File: config.mk
export PLATFORM = sky130hd
export DESIGN_NAME = vidin_port
export DESIGN_NICKNAME = d
export VERILOG_FILES = /design/src/rtl/vidin_pkg.sv /design/src/rtl/vidin_refs.sv /design/src/rtl/vidin_asm.sv /design/src/rtl/vidin_fifo.sv /design/src/rtl/vidin_port.sv
export SDC_FILE = /design/constraint.sdc
export NUM_CORES = 1
export LEC_CHECK = 0
export ABC_AREA = 1
export BUFFER_PORTS_ARGS = -buffer_cell sky130_fd_sc_hd__clkbuf_2
export CORE_MARGIN = 10
export CORE_UTILIZATION = 52
export CTS_CLUSTER_DIAMETER = 50
export DETAILED_ROUTE_END_ITERATION = 8
export PLACE_DENSITY_LB_ADDON = 0.1
export SETUP_SLACK_MARGIN = 0.2
export SYNTH_ARGS = -nofsm -noshare
export SYNTH_HDL_FRONTEND = slang
export SYNTH_HIERARCHICAL = 1
export SYNTH_SLANG_ARGS = --single-unit
File: constraint.sdc
create_clock -name clk -period 5.9 [get_ports clk]
set_input_delay 1.18 -clock clk [delete_from_list [all_inputs] [get_ports clk]]
set_output_delay 1.18 -clock clk [all_outputs]
set_load 0.01 [all_outputs]
File: src/rtl/vidin_pkg.sv
package vidin_pkg;

    typedef enum logic [2:0] {
        ST_IDLE,
        ST_CB,
        ST_Y0,
        ST_CR,
        ST_Y1
    } asm_state_t;

    // Protected timing byte: marker bit, F, V, H and four parity bits
    function automatic logic [7:0] timing_xy(input logic f, input logic v, input logic h);
        return {1'b1, f, v, h, v ^ h, f ^ h, f ^ v, f ^ v ^ h};
    endfunction

endpackage

File: src/rtl/vidin_refs.sv
module vidin_refs (
    input  logic clk,
    input  logic rst_n,
    input  logic href,
    input  logic vref,
    input  logic h_sel,
    input  logic v_sel,
    input  logic fid_pol,
    input  logic dir_req,
    output logic h_start,
    output logic h_end,
    output logic v_bit,
    output logic field_id,
    output logic dir_in
);
    logic href_q, vref_q, field_q, dir_q;
    logic h_rise, h_fall, v_rise, v_fall, v_start;

    assign h_rise  = href & ~href_q;
    assign h_fall  = ~href & href_q;
    assign v_rise  = vref & ~vref_q;
    assign v_fall  = ~vref & vref_q;
    assign h_start = h_sel ? h_fall : h_rise;
    assign h_end   = h_sel ? h_rise : h_fall;
    assign v_start = v_sel ? v_fall : v_rise;
    assign v_bit   = vref ^ v_sel;

    always_ff @(posedge clk) begin
        if (!rst_n) begin
            href_q  <= 1'b0;
            vref_q  <= 1'b0;
            field_q <= 1'b0;
            dir_q   <= 1'b0;
        end else begin
            href_q <= href;
            vref_q <= vref;
            if (v_start) begin
                field_q <= href ^ fid_pol;
                dir_q   <= dir_req;
            end
        end
    end

    assign field_id = field_q;
    assign dir_in   = dir_q;

    // direction only moves at a field boundary
    assert_dir_hold_R9: assert property (@(posedge clk) disable iff (!rst_n)
        !v_start |=> dir_q == $past(dir_q));

    // field ID only moves at a field boundary
    assert_field_hold_R8: assert property (@(posedge clk) disable iff (!rst_n)
        !v_start |=> field_q == $past(field_q));

endmodule

File: src/rtl/vidin_asm.sv
module vidin_asm
    import vidin_pkg::*;
#(
    parameter int DW = 8
) (
    input  logic          clk,
    input  logic          rst_n,
    input  logic          dir_in,
    input  logic          wide,
    input  logic          valid,
    input  logic [DW-1:0] dy,
    input  logic [DW-1:0] dc,
    input  logic          h_start,
    input  logic          h_end,
    input  logic          code_en,
    input  logic          field_id,
    input  logic          v_bit,
    output logic          push,
    output logic          push_code,
    output logic [4*DW-1:0] push_word
);
    asm_state_t state_q, cur, nxt;
    logic [DW-1:0] cb_q, y0_q, cr_q;
    logic [DW-1:0] cb_d, y0_d, cr_d;
    logic data_push, code_push;

    // State register
    always_ff @(posedge clk) begin
        if (!rst_n) state_q <= ST_IDLE;
        else        state_q <= nxt;
    end

    // Held samples of the group in progress
    always_ff @(posedge clk) begin
        if (!rst_n) begin
            cb_q <= '0;
            y0_q <= '0;
            cr_q <= '0;
        end else begin
            cb_q <= cb_d;
            y0_q <= y0_d;
            cr_q <= cr_d;
        end
    end

    // Next state and outputs
    always_comb begin
        cur       = h_start ? ST_CB : (h_end ? ST_IDLE : state_q);
        nxt       = cur;
        cb_d      = cb_q;
        y0_d      = y0_q;
        cr_d      = cr_q;
        data_push = 1'b0;
        code_push = 1'b0;
        push_word = '0;
        if (!dir_in) begin
            nxt = ST_IDLE;
        end else begin
            if ((h_start || h_end) && code_en) begin
                code_push = 1'b1;
                push_word = {{DW{1'b1}}, {(2*DW){1'b0}}, DW'(timing_xy(field_id, v_bit, h_end))};
            end
            if (valid) begin
                unique case (cur)
                    ST_IDLE: nxt = ST_IDLE;
                    ST_CB: begin
                        if (wide) begin
                            cb_d = dc;
                            y0_d = dy;
                            nxt  = ST_CR;
                        end else begin
                            cb_d = dy;
                            nxt  = ST_Y0;
                        end
                    end
                    ST_Y0: begin
                        y0_d = dy;
                        nxt  = ST_CR;
                    end
                    ST_CR: begin
                        if (wide) begin
                            data_push = 1'b1;
                            push_word = {cb_q, y0_q, dc, dy};
                            nxt       = ST_CB;
                        end else begin
                            cr_d = dy;
                            nxt  = ST_Y1;
                        end
                    end
                    ST_Y1: begin
                        data_push = 1'b1;
                        push_word = {cb_q, y0_q, cr_q, dy};
                        nxt       = ST_CB;
                    end
                    default: nxt = ST_IDLE;
                endcase
            end
        end
        push      = code_push | data_push;
        push_code = code_push;
    end

    // a timing code and a pixel word never compete for the same cycle
    assert_one_push_R5: assert property (@(posedge clk) disable iff (!rst_n)
        !(code_push && data_push));

    // output mode leaves the assembler idle
    assert_idle_when_output_R9: assert property (@(posedge clk) disable iff (!rst_n)
        !dir_in |=> state_q == ST_IDLE);

endmodule

File: src/rtl/vidin_fifo.sv
module vidin_fifo #(
    parameter int W        = 33,
    parameter int DEPTH    = 16,
    parameter int FREE_MIN = 4
) (
    input  logic         clk,
    input  logic         rst_n,
    input  logic         push,
    input  logic [W-1:0] wdata,
    input  logic         pop,
    output logic [W-1:0] rdata,
    output logic         empty,
    output logic         room,
    output logic [$clog2(DEPTH+1)-1:0] count
);
    localparam int AW    = (DEPTH > 1) ? $clog2(DEPTH) : 1;
    localparam int CW    = $clog2(DEPTH + 1);
    localparam int LIMIT = DEPTH - FREE_MIN;

    logic [W-1:0]  mem [DEPTH];
    logic [AW-1:0] wr_ptr, rd_ptr;
    logic [CW-1:0] count_q;
    logic full, do_push, do_pop;

    assign full    = (count_q == CW'(DEPTH));
    assign empty   = (count_q == '0);
    assign do_push = push && !full;
    assign do_pop  = pop && !empty;

    always_ff @(posedge clk) begin
        if (do_push) mem[wr_ptr] <= wdata;
    end

    always_ff @(posedge clk) begin
        if (!rst_n) begin
            wr_ptr  <= '0;
            rd_ptr  <= '0;
            count_q <= '0;
        end else begin
            if (do_push) wr_ptr <= (wr_ptr == AW'(DEPTH - 1)) ? '0 : wr_ptr + 1'b1;
            if (do_pop)  rd_ptr <= (rd_ptr == AW'(DEPTH - 1)) ? '0 : rd_ptr + 1'b1;
            unique case ({do_push, do_pop})
                2'b10:   count_q <= count_q + 1'b1;
                2'b01:   count_q <= count_q - 1'b1;
                default: count_q <= count_q;
            endcase
        end
    end

    assign rdata = mem[rd_ptr];
    assign room  = (count_q < CW'(LIMIT));
    assign count = count_q;

    // occupancy never passes the depth
    assert_no_overflow_R11: assert property (@(posedge clk) disable iff (!rst_n)
        count_q <= CW'(DEPTH));

    // a push into a full FIFO without a pop leaves it unchanged
    assert_full_drop_R11: assert property (@(posedge clk) disable iff (!rst_n)
        (full && push && !pop) |=> count_q == $past(count_q));

endmodule

File: src/rtl/vidin_port.sv
module vidin_port #(
    parameter int DW       = 8,
    parameter int DEPTH    = 16,
    parameter int FREE_MIN = 4
) (
    input  logic            clk,
    input  logic            rst_n,
    input  logic            dir_req,
    input  logic            wide_mode,
    input  logic            code_en,
    input  logic            h_edge_sel,
    input  logic            v_edge_sel,
    input  logic            fid_pol,
    input  logic            din_valid,
    input  logic [DW-1:0]   din_y,
    input  logic [DW-1:0]   din_c,
    input  logic            href,
    input  logic            vref,
    input  logic            rd_en,
    output logic            ready,
    output logic            dout_valid,
    output logic [4*DW-1:0] dout,
    output logic            dout_code,
    output logic            field_id
);
    localparam int WORD_W = 4 * DW;
    localparam int ENT_W  = WORD_W + 1;
    localparam int CW     = $clog2(DEPTH + 1);

    logic h_start, h_end, v_bit, dir_in;
    logic push, push_code;
    logic [WORD_W-1:0] push_word;
    logic [ENT_W-1:0]  head;
    logic fifo_empty, fifo_room;
    logic [CW-1:0] fifo_count;

    vidin_refs u_refs (
        .clk      (clk),
        .rst_n    (rst_n),
        .href     (href),
        .vref     (vref),
        .h_sel    (h_edge_sel),
        .v_sel    (v_edge_sel),
        .fid_pol  (fid_pol),
        .dir_req  (dir_req),
        .h_start  (h_start),
        .h_end    (h_end),
        .v_bit    (v_bit),
        .field_id (field_id),
        .dir_in   (dir_in)
    );

    vidin_asm #(.DW(DW)) u_asm (
        .clk       (clk),
        .rst_n     (rst_n),
        .dir_in    (dir_in),
        .wide      (wide_mode),
        .valid     (din_valid),
        .dy        (din_y),
        .dc        (din_c),
        .h_start   (h_start),
        .h_end     (h_end),
        .code_en   (code_en),
        .field_id  (field_id),
        .v_bit     (v_bit),
        .push      (push),
        .push_code (push_code),
        .push_word (push_word)
    );

    vidin_fifo #(.W(ENT_W), .DEPTH(DEPTH), .FREE_MIN(FREE_MIN)) u_fifo (
        .clk   (clk),
        .rst_n (rst_n),
        .push  (push),
        .wdata ({push_code, push_word}),
        .pop   (rd_en),
        .rdata (head),
        .empty (fifo_empty),
        .room  (fifo_room),
        .count (fifo_count)
    );

    assign ready      = dir_in && fifo_room;
    assign dout_valid = !fifo_empty;
    assign dout       = head[WORD_W-1:0];
    assign dout_code  = head[WORD_W];

    // once ready is shown, the next cycle cannot find the FIFO full
    assert_ready_headroom_R10: assert property (@(posedge clk) disable iff (!rst_n)
        ready |=> fifo_count < CW'(DEPTH));

endmodule

==> impl_metrics.csv <==
group,metric,value,unit
layout,final_common_cell,"edfxtp_1",
timing,finalClockSkew,27.2,ps
synthesis,syn-num-nets,2151,
clocking,clkSlewWorstSetupHoldPaths,60,ps
setup_path,critical_path.startpoint_type,"input pin",
layout,nets,2200,
setup_path,worstPathRequired,6170,ps
pwr,ir_worst_vdd,297,uV
routing,first_pass_detailed_route_iteration_total,8,
clocking,cts-resized-gates,0,
layout,insertedDiodeCount,0,
synthesis,synth-seq-area-share,69.1,%
synthesis,netlist_instances,2115,
routing,antenna_violating_nets_post_route,0,
placement,buffer_ports.inserted,63,
setup_path,crit-reg2reg-launch,"u_refs/href_q",
setup_path,cp_top_family,"simple AND/OR/NAND/NOR gates",
floorplan,die_area,0.0559,mm^2
run_status,status,"complete, no violations",
grt,largest_net_degree_at_the_start_of_global_routing,170,
setup_path,timing_worst_setup_path_type,"in2reg",
setup_path,instance_count_on_the_critical_path,15,
setup_path,rrSetupSlack,1940,ps
clocking,clkSinkCount,576,
grt,via_count_of_the_first_global_routing_pass,15200,
clocking,post-cts-setup-buffer-count,0,
setup_path,max_stage_delay,450,ps
placement,place.detailed.instances,2709,
routing,detail_route.wl_per_cell,20.9,um
routing,drt-total-wl,59.1,mm
floorplan,rows,79,
layout,ratio_of_cells_with_drive_above_1_in_the_final_layout,11.8,%
pwr,cellPowerDensity,392,mW/mm^2
placement,detailed_place_hpwl,34.4,mm
routing,detailroute.via_count,15600,
clocking,hold_buffers,0,
timing,final_hold_viol_count,0,
routing,drcViolationCount,0,
routing,initialDrtViolationCount,1436,
grt,grt.overflow.total,0,
synthesis,ys_seq_elements,576,
clocking,htree_num_levels,2,
timing,fin_tns_setup,0,ps
placement,place_area,0.0253,mm^2
setup_path,worstRegToRegCells,15,
setup_path,worst-path-buf-inv,6,
setup_path,arrival,4570,ps
grt,grt_antenna_before_repair,0,
pwr,power_leakage,10.1,nW
timing,min_period_over_period,72.8,%
clocking,clk_path_buf_depth,3,
setup_path,crit_path_frequent_cell,"nand2_1",
setup_path,worstSetupEndpointType,"flip-flop",
timing,rsz0062_at_grt,"no",
timing,layout_min_cycle_time,4300,ps
layout,post_layout_nonfiller_instances,2821,
clocking,cts_tree,"done",
floorplan,die_h,236,um
timing,relSlewSlack,24.9,%
routing,vias_per_cell,5.55,
synthesis,synth.yosys.warnings,6,
clocking,cts_made_buffers,60,
setup_path,critical_path.cell_chain,"clkbuf_2 -> or2_1 -> o21ai_1 -> nor2_4 -> inv_1 -> nand2_1 -> nor2_1 -> buf_4 -> inv_1 -> nand2_1 -> nand2_1 -> inv_1 -> nand2_1 -> nor2_4 -> buf_4",
floorplan,num_io_pins,64,
timing,timing_max_transition_violations_final,0,
floorplan,design.core.area,0.0465,mm^2
setup_path,critical_path.reg2reg.endpoint,"u_fifo/mem[4][25]",
layout,syn2layout_area_growth,12.5,%
floorplan,dieWidth,236,um
setup_path,worst_path_max_delay_cell,"nor2_4",
timing,tightestPinTransition,1120,ps
layout,final_cell_mix,"528 x edfxtp_1, 338 x inv_1, 240 x nand2_1",
synthesis,synth_cell_types,36,
worst_hold_path,timing.hold.worst.class,"reg2reg",
timing,max_clock_freq,233,MHz
setup_path,path_max_fanout,21,
layout,n_fill_cell,3818,
worst_hold_path,hold_end,"u_asm/cr_q[2]",
timing,final_number_of_setup_violating_endpoints,0,
synthesis,avgSynthCellArea,11.5,um^2
clocking,clkLatencyLatePin,630,ps
grt,grt_usage,20.8,%
worst_hold_path,hp-start,"u_asm/cr_q[2]",
synthesis,mappedNetlistArea,0.0243,mm^2
clocking,ctsRootBufferMaster,"clkbuf_16",
timing,hold_slack,449,ps
run,cap_viol_max_count,0,
worst_hold_path,min_delay_path_depth,2,
grt,grt_first_pass_wirelength,90.8,mm
floorplan,initial_util,52.4,%
placement,place_congestion,0.899,
layout,stdcell_area,0.0274,mm^2
how the worst max path moves through the flow:
stage / endpoint / start / slack (ps)
2_1_floorplan: u_fifo/mem[0][0] / href / 810
3_3_place_gp: u_fifo/mem[14][31] / href / 1050
3_5_place_dp: u_fifo/mem[4][19] / href / 960
4_1_cts: u_fifo/mem[4][25] / href / 1610
5_1_grt: u_fifo/mem[4][25] / href / 1300
6_report: u_fifo/mem[4][25] / href / 1600
layout make-up:
cell class	count	area, um^2	area share (%)
Clock buffer	68	1550	5.67
Sequential cell	576	16800	61.4
Inverter	344	1290	4.71
Timing Repair Buffer	106	738	2.69
Clock inverter	44	534	1.95
Multi-Input combinational cell	1076	5690	20.8
Tap cell	607	759	2.77
cell families (layout without fill, tap and decap cells):
kind of cell,count (synthesis),in the layout,share of synthesized area (%)
adders and majority gates,8,8,0.411
DFF,576,576,69.1
and+or+nand+nor,562,562,10.2
AOI/OAI and AO/OA,496,496,11.8
xor gates and xnor gates,10,10,0.360
buffers and inverters,463,562,8.16
metrics by stage:
step	worst slack (ps)	utilization [%]	total power [mW]
floorplan	814	-	6.29
global placement	1050	54.5	6.85
detailed placement	963	54.5	6.87
CTS	1610	59.0	10.8
global route	1300	59.0	11.3
finish	1600	59.0	10.8
sequential cells by signal (all words and copies together) (netlist names), named ones only:
| signal | flops |
|---|---|
| u_asm/state_q | 3 |
| u_refs/href_q | 1 |
| u_refs/field_id | 1 |
| u_asm/cb_q | 8 |
| u_asm/y0_q | 8 |
| u_fifo/rd_ptr | 4 |
| u_asm/cr_q | 8 |
| u_fifo/count | 5 |
| u_fifo/wr_ptr | 4 |
| u_refs/dir_in | 1 |
| u_fifo/mem | 528 |
| u_refs/vref_q | 1 |
Yosys cell counts:
library cell,n,area (um^2)
edfxtp_1,528,15900
inv_1,340,1280
nand2_1,240,901
nand3_1,226,1130
a21oi_1,186,931
o21ai_0,166,831
o211ai_1,129,968
nor2_1,70,263
clkbuf_1,52,195
dfxtp_1,48,961
buf_2,25,125
buf_6,15,169
buf_4,13,97.6
buf_1,10,37.5
ha_1,8,100
nand2_2,6,37.5
nor2_2,6,37.5
o21ai_1,6,30.0
xor2_1,6,52.6
inv_2,4,15.0
xnor2_1,4,35.0
nand3_2,3,30.0
nand4_1,3,18.8
o211ai_2,3,37.5
o32ai_1,3,26.3
buf_12,2,40.0
buf_8,2,30.0
nand3b_1,2,15.0
o21ai_4,2,32.5
nand2_4,1,11.3
nand3_4,1,17.5
nor2_4,1,11.3
nor3_1,1,5.00
o21ai_2,1,8.76
or2_1,1,6.26
or2_2,1,6.26
power by group:
group          internal (mW)  leakage (nW)  switching [mW]
logic                  0.737          3.71            1.43
clock network           2.38          1.00            1.59
registers               4.45          5.34           0.162
per-layer routing:
layer	global-route usage (%)	share of wire [%]	vias up
met2	31.8	45	499
met3	3.14	6.1	87
met5	0	0	-
met1	30.0	47	7576
met4	6.49	2.3	0
li1	-	-	7481
tightest hold or removal path: cells and delay by family (launching register included):
family                 cells  cell delay (ps)
buffers and inverters      1               50
AO/OA/AOI/OAI              1               50
flip-flops                 1              310
Note: power is estimated with default switching activity, not from simulation.
